==> src/rtl/i2c_ctrl_slave.sv <==
module i2c_ctrl_slave #(
  parameter logic [6:0] SLV_ADDR = 7'h3C,
  parameter int         FILT_CYC = 3
) (
  input  logic       clk,
  input  logic       rst_n,
  input  logic       scl_i,
  input  logic       sda_i,
  output logic       sda_oe,
  input  logic       load_i,
  output logic [7:0] cfg_o,
  output logic [7:0] det_o,
  output logic       stat_rd_o
);
  localparam int         CW       = $clog2(FILT_CYC + 1);
  localparam logic [7:0] CFG_MASK = 8'hDB;
  localparam logic [7:0] DET_MASK = 8'h0B;

  typedef enum logic [3:0] {
    S_IDLE, S_ADDR, S_AACK, S_PTR, S_PACK, S_WDAT, S_WACK, S_RDAT, S_RACK
  } st_t;

  logic [1:0] pin_in, line_f, line_d;
  assign pin_in = {scl_i, sda_i};

  for (genvar g = 0; g < 2; g++) begin : g_filt
    logic [1:0]    sync_q;
    logic [CW-1:0] cnt_q;
    logic          filt_q, dly_q;
    always_ff @(posedge clk or negedge rst_n) begin
      if (!rst_n) begin
        sync_q <= 2'b11;
        cnt_q  <= '0;
        filt_q <= 1'b1;
        dly_q  <= 1'b1;
      end else begin
        sync_q <= {sync_q[0], pin_in[g]};
        dly_q  <= filt_q;
        if (sync_q[1] == filt_q) cnt_q <= '0;
        else if (cnt_q == CW'(FILT_CYC - 1)) begin
          filt_q <= sync_q[1];
          cnt_q  <= '0;
        end else cnt_q <= cnt_q + 1'b1;
      end
    end
    assign line_f[g] = filt_q;
    assign line_d[g] = dly_q;
  end

  logic scl_f, sda_f, scl_d, sda_d;
  assign {scl_f, sda_f} = line_f;
  assign {scl_d, sda_d} = line_d;

  logic scl_rise, scl_fall, start_det, stop_det;
  assign scl_rise  = scl_f & ~scl_d;
  assign scl_fall  = ~scl_f & scl_d;
  assign start_det = scl_f & scl_d & sda_d & ~sda_f;
  assign stop_det  = scl_f & scl_d & ~sda_d & sda_f;

  st_t        state_q;
  logic [3:0] bit_q;
  logic [7:0] sh_q, tx_q, rd_val;
  logic       ptr_q, rw_q, mack_q;

  assign rd_val = ptr_q ? {load_i, det_o[6:0]} : cfg_o;

  logic byte_done;
  assign byte_done = scl_fall && (bit_q == 4'd8);

  always_ff @(posedge clk or negedge rst_n) begin
    if (!rst_n) begin
      state_q   <= S_IDLE;
      bit_q     <= '0;
      sh_q      <= '0;
      tx_q      <= '0;
      ptr_q     <= 1'b0;
      rw_q      <= 1'b0;
      mack_q    <= 1'b0;
      sda_oe    <= 1'b0;
      cfg_o     <= '0;
      det_o     <= '0;
      stat_rd_o <= 1'b0;
    end else begin
      stat_rd_o <= 1'b0;
      if (start_det) begin
        state_q <= S_ADDR;
        bit_q   <= '0;
        sda_oe  <= 1'b0;
      end else if (stop_det) begin
        state_q <= S_IDLE;
        sda_oe  <= 1'b0;
      end else begin
        case (state_q)
          S_ADDR, S_PTR, S_WDAT: begin
            if (scl_rise) begin
              sh_q  <= {sh_q[6:0], sda_f};
              bit_q <= bit_q + 1'b1;
            end else if (byte_done) begin
              if (state_q == S_ADDR) begin
                if (sh_q[7:1] == SLV_ADDR) begin
                  rw_q    <= sh_q[0];
                  sda_oe  <= 1'b1;
                  state_q <= S_AACK;
                end else state_q <= S_IDLE;
              end else if (state_q == S_PTR) begin
                if (sh_q[7:1] == 7'd0) begin
                  ptr_q   <= sh_q[0];
                  sda_oe  <= 1'b1;
                  state_q <= S_PACK;
                end else state_q <= S_IDLE;
              end else begin
                if (ptr_q) det_o <= sh_q & DET_MASK;
                else       cfg_o <= sh_q & CFG_MASK;
                sda_oe  <= 1'b1;
                state_q <= S_WACK;
              end
            end
          end
          S_AACK: if (scl_fall) begin
            bit_q <= '0;
            if (rw_q) begin
              tx_q      <= rd_val;
              sda_oe    <= ~rd_val[7];
              stat_rd_o <= ptr_q;
              ptr_q     <= ~ptr_q;
              state_q   <= S_RDAT;
            end else begin
              sda_oe  <= 1'b0;
              state_q <= S_PTR;
            end
          end
          S_PACK: if (scl_fall) begin
            sda_oe  <= 1'b0;
            bit_q   <= '0;
            state_q <= S_WDAT;
          end
          S_WACK: if (scl_fall) begin
            sda_oe  <= 1'b0;
            state_q <= S_IDLE;
          end
          S_RDAT: if (scl_fall) begin
            if (bit_q == 4'd7) begin
              sda_oe  <= 1'b0;
              state_q <= S_RACK;
            end else begin
              tx_q   <= tx_q << 1;
              sda_oe <= ~tx_q[6];
              bit_q  <= bit_q + 1'b1;
            end
          end
          S_RACK: begin
            if (scl_rise) mack_q <= ~sda_f;
            else if (scl_fall) begin
              if (mack_q) begin
                tx_q      <= rd_val;
                sda_oe    <= ~rd_val[7];
                stat_rd_o <= ptr_q;
                ptr_q     <= ~ptr_q;
                bit_q     <= '0;
                state_q   <= S_RDAT;
              end else state_q <= S_IDLE;
            end
          end
          default: sda_oe <= 1'b0;
        endcase
      end
    end
  end
endmodule


==> config.mk <==
export PLATFORM = sky130hd
export DESIGN_NAME = i2c_ctrl_slave
export DESIGN_NICKNAME = d
export VERILOG_FILES = /design/src/rtl/i2c_ctrl_slave.sv
export SDC_FILE = /design/constraint.sdc
export NUM_CORES = 1
export LEC_CHECK = 0
export ABC_AREA = 1
export ABC_CLOCK_PERIOD_IN_PS = 1440
export BUFFER_PORTS_ARGS = -buffer_cell sky130_fd_sc_hd__buf_2
export CAP_MARGIN = 5
export CORE_MARGIN = 2
export CORE_UTILIZATION = 48
export DETAILED_ROUTE_END_ITERATION = 6
export PLACE_DENSITY = 0.71
export SLEW_MARGIN = 10
export SYNTH_ARGS = -nofsm -noshare
export SYNTH_HDL_FRONTEND = slang
export SYNTH_SLANG_ARGS = --single-unit
==> constraint.sdc <==
create_clock -name clk -period 1.44 [get_ports clk]
set_clock_uncertainty 0.05 [all_clocks]
set_input_delay 0.144 -clock clk [delete_from_list [all_inputs] [get_ports clk]]
set_output_delay 0.144 -clock clk [all_outputs]
set_load 0.02 [all_outputs]
==> metrics.md <==
| Metric | Value |
|---|---|
| Status | finished, violations left |
| Failing checks | setup timing |
| Critical path origin | g_filt[1].dly_q |
| Leakage | 1.971 nW |
| Sequential share of power | 26.2% |
| Initial antenna violation count | 0 |
| Syn Std Cell Area | 2884 um2 |
| XOR/XNOR Fraction of Synth Area | 1.215% |
| Fin nets | 469 |
| Fmax | 0.5947 GHz |
| Reg2Reg Setup Slack | -0.24 ns |
| Critical path required time | 1.61 ns |
| Post-synth top cells | nand2_1 (97), nor2_1 (47), inv_1 (44) |
| CP max stage delay | 0.60 ns |
| CP Capture Type | flop |
| Final period utilization | 116.8% |
| Largest net degree at the start of global routing | 50 |
| GRT Overall Usage | 22.88% |
| Largest driver fanout on the critical path | 5 |
| Synth-to-layout area growth | 31.80% |
| Syn_area_per_cell | about 7.5 um2 |
| Starting Density | roughly half |
| Top-count cell post-synth | nand2_1 |
| P_int | 4.278 mW |
| Post-synth top flop | dfrtp_1 |
| Startpoint Class | flop |
| TritonCTS Buffers | 5 |
| Worst R2R End | state_q[2] |
| Pre-Repair DR Iteration Count | 6 |
| Die Height | 81.52 um |
| Critical path cell sequence | nand2_1, inv_1, nand2_4, nand2_2, nor2_1, nand2_1, nand2_2, inv_4, nand3_4, nand2_2, nand2_1 |
| ANT cells | 0 |
| Non-filler cells in the finished layout | 538 |
| Synth area leaders | dfrtp_1 (36%), nand2_1 (13%), dfstp_2 (7.3%), nand3_1 (6.4%), nor2_1 (6.1%) |
| Seq cells post-synth | 49 |
| Worst-Skew Late Latency | 0.32 ns |
| VDD IR max | 1.374 mV |
| Share of post-route cells with drive strength above 1 | a little under two fifths |
| Final min period | 1.682 ns |
| Sequential share of the synthesized area | 42.86% |
| Crit Path Class | reg -> reg |
| I/O Buffers | 15 |
| CTS tree | built |
| Gate power share | 63.4% |
| Critical-path top delay cell | dfstp_2 |
| RSZ-0062 raised after global routing | yes |
| Die ar. | 6645 um2 |
| Io pins | 23 |
| Finished Cell Area | roughly 3800 um2 |
| Post-synth cell types | 34 |
| DRT iter0 DRCs | 175 |
| Hold Crit Class | in -> async |
| Pre-CTS setup slack | -0.2371 ns |
| Critical Path AT | between 1.5 and 2 ns |
| CTS H-tree lvls | 2 |
| Power Total | between 8 and 9 mW |
| Cells after Synth | 382 |
| Adder-cell share of the synthesized area | less than 1% |
| GRT overflow | 0 |
| Synth Area in Simple Gates | 35.49% |
| CTS max path bufs | 2 |
| Finish-stage setup viols | 37 |
| Post-synthesis compound-gate area fraction | 9.805% |
| Yosys top cell by area | dfrtp_1 |
| DP Area | 3407 um2 |
| Proportion of synthesized area in mux cells | 0% |
| R2R cell count | 11 |
| Via-to-Cell Ratio | 5.087 |
| Post-Route WL | between 7 and 8 mm |
| Core area | 5851 um2 |
| Die W | 81.52 um |
| Main combinational cell family by area after synthesis | simple AND/OR/NAND/NOR gates |
| WL per Instance | 13.37 um |
| Clk pwr share | 10.4% |
| Clock Pin Slew Worst Setup and Hold Paths | 0.10 ns |
| DP Wirelength | 5.047 mm |
| Psw | 4.102 mW |
| Yosys warns | 0 |
| Async set-reset flop share out of synthesis | 100.0% |
| Final Max Slew Viols | 0 |
| Via count | 2737 |
| First-pass GRT wire length | 11.69 mm |
| Max-cap violations | 0 |
| Cells after DPL | between 500 and 600 |
| Reg2reg start | g_filt[1].dly_q |
| Row count | 28 |
| Post-route ant nets | 0 |
| Sw Ratio | 48.95% |
| GP Congestion | 0.9518 |
| Drt drc | 0 |
| P per Cell Area | 2205 nW/um2 |
| Final worst slack | -0.2416 ns |
| Post-synth EDFFs | 0 |
| Vias in the first global route | roughly 2600 |
| Sink Count | 49 |
| Final Hold Fails | 0 |
| Synth top area share | roughly 36% |
| Root Driver | clkbuf_8 |
-- critical path: cells and delay by family, from the launching register on --
family / cells / cell delay (ns)
buffers and inverters: 2 / 0.23
flip-flops: 1 / 0.60
AND/OR/NAND/NOR: 9 / 0.69
-- layer usage --
metal	global-route usage, %	wire, um
met4	8.983	152
met3	3.956	335
met5	0	0
met1	29.13	3136
met2	38.69	3568
-- registers in the layout, indices dropped and copies added, names as in the netlist --
| signal | cells |
|---|---|
| g_filt.cnt_q | 4 |
| sh_q | 8 |
| bit_q | 4 |
| g_filt.dly_q | 2 |
| stat_rd_o | 1 |
| g_filt.filt_q | 2 |
| state_q | 4 |
| rw_q | 1 |
| tx_q | 7 |
| mack_q | 1 |
| g_filt.sync_q | 4 |
| det_o | 3 |
| sda_oe | 1 |
| ptr_q | 1 |
| cfg_o | 6 |
-- power by group through the flow --
stage / sequential (mW) / combinational [mW] / clock, mW
2_1_floorplan: 2.15 / 2.97 / 0
3_3_place_gp: 2.14 / 4.35 / 0
3_5_place_dp: 2.16 / 4.45 / 0
4_1_cts: 2.16 / 4.94 / 0.889
5_1_grt: 2.25 / 5.85 / 0.919
6_report: 2.19 / 5.31 / 0.871
-- cells in the final DEF, fill, tap and decap left out, types with 7 or more instances in the layout --
master / instances
buf_2: 15
buf_4: 48
buf_6: 9
conb_1: 7
dfrtp_1: 38
dfstp_2: 8
inv_1: 40
inv_2: 7
nand2_1: 83
nand2_2: 22
nand2_4: 8
nand3_1: 31
nor2_1: 38
nor2_2: 8
nor2_4: 10
o21ai_0: 12
o21ai_1: 14
o21ai_2: 9
-- metrics by stage --
stage | util (%) | hold slack [ns] | TNS [ns]
global route | 64.97 | 0.3217 | -8.385
global placement | 58.23 | 0.09578 | -5.097
finish | 64.97 | 0.2860 | -5.376
detailed placement | 58.23 | 0.09968 | -6.075
CTS | 63.41 | 0.2916 | -5.485
floorplan | - | -0.2016 | -0.3698
-- what timing repair did --
action | in CTS | in global routing
endpoints found under the hold margin | 43 | 0
resized for setup | 39 | 21
endpoints found under the setup margin | 37 | 37
pin swaps | 8 | 14
buffers inserted | 4 | 2
hold buffers | 3 | 0
gates cloned | 1 | 1
-- area by class of cell --
class | count | area (um2)
Tap cell | 75 | 93.84
Inverter | 50 | 195.2
Multi-Input combinational cell | 280 | 1590
Clock buffer | 5 | 68.82
Clock inverter | 3 | 26.28
Sequential cell | 49 | 1240
Fill cell | 478 | 2049
Timing Repair Buffer | 76 | 586.8
-- worst max-delay path by stage --
stage	end	slack, ns	cells after the start
global placement	state_q[1]	-0.21	11
CTS	ptr_q	-0.19	9
global route	state_q[1]	-0.35	11
floorplan	cfg_o[3]	-0.04	10
finish	state_q[2]	-0.24	11
detailed placement	state_q[2]	-0.24	11
-- kinds of logic after synthesis --
logic type	Yosys count
compound gates	47
xor+xnor	4
fa+ha+maj	2
buf+inv	61
flops	49
other cells	1
simple gates	218
No activity file was read; power rests on OpenSTA's default activity.
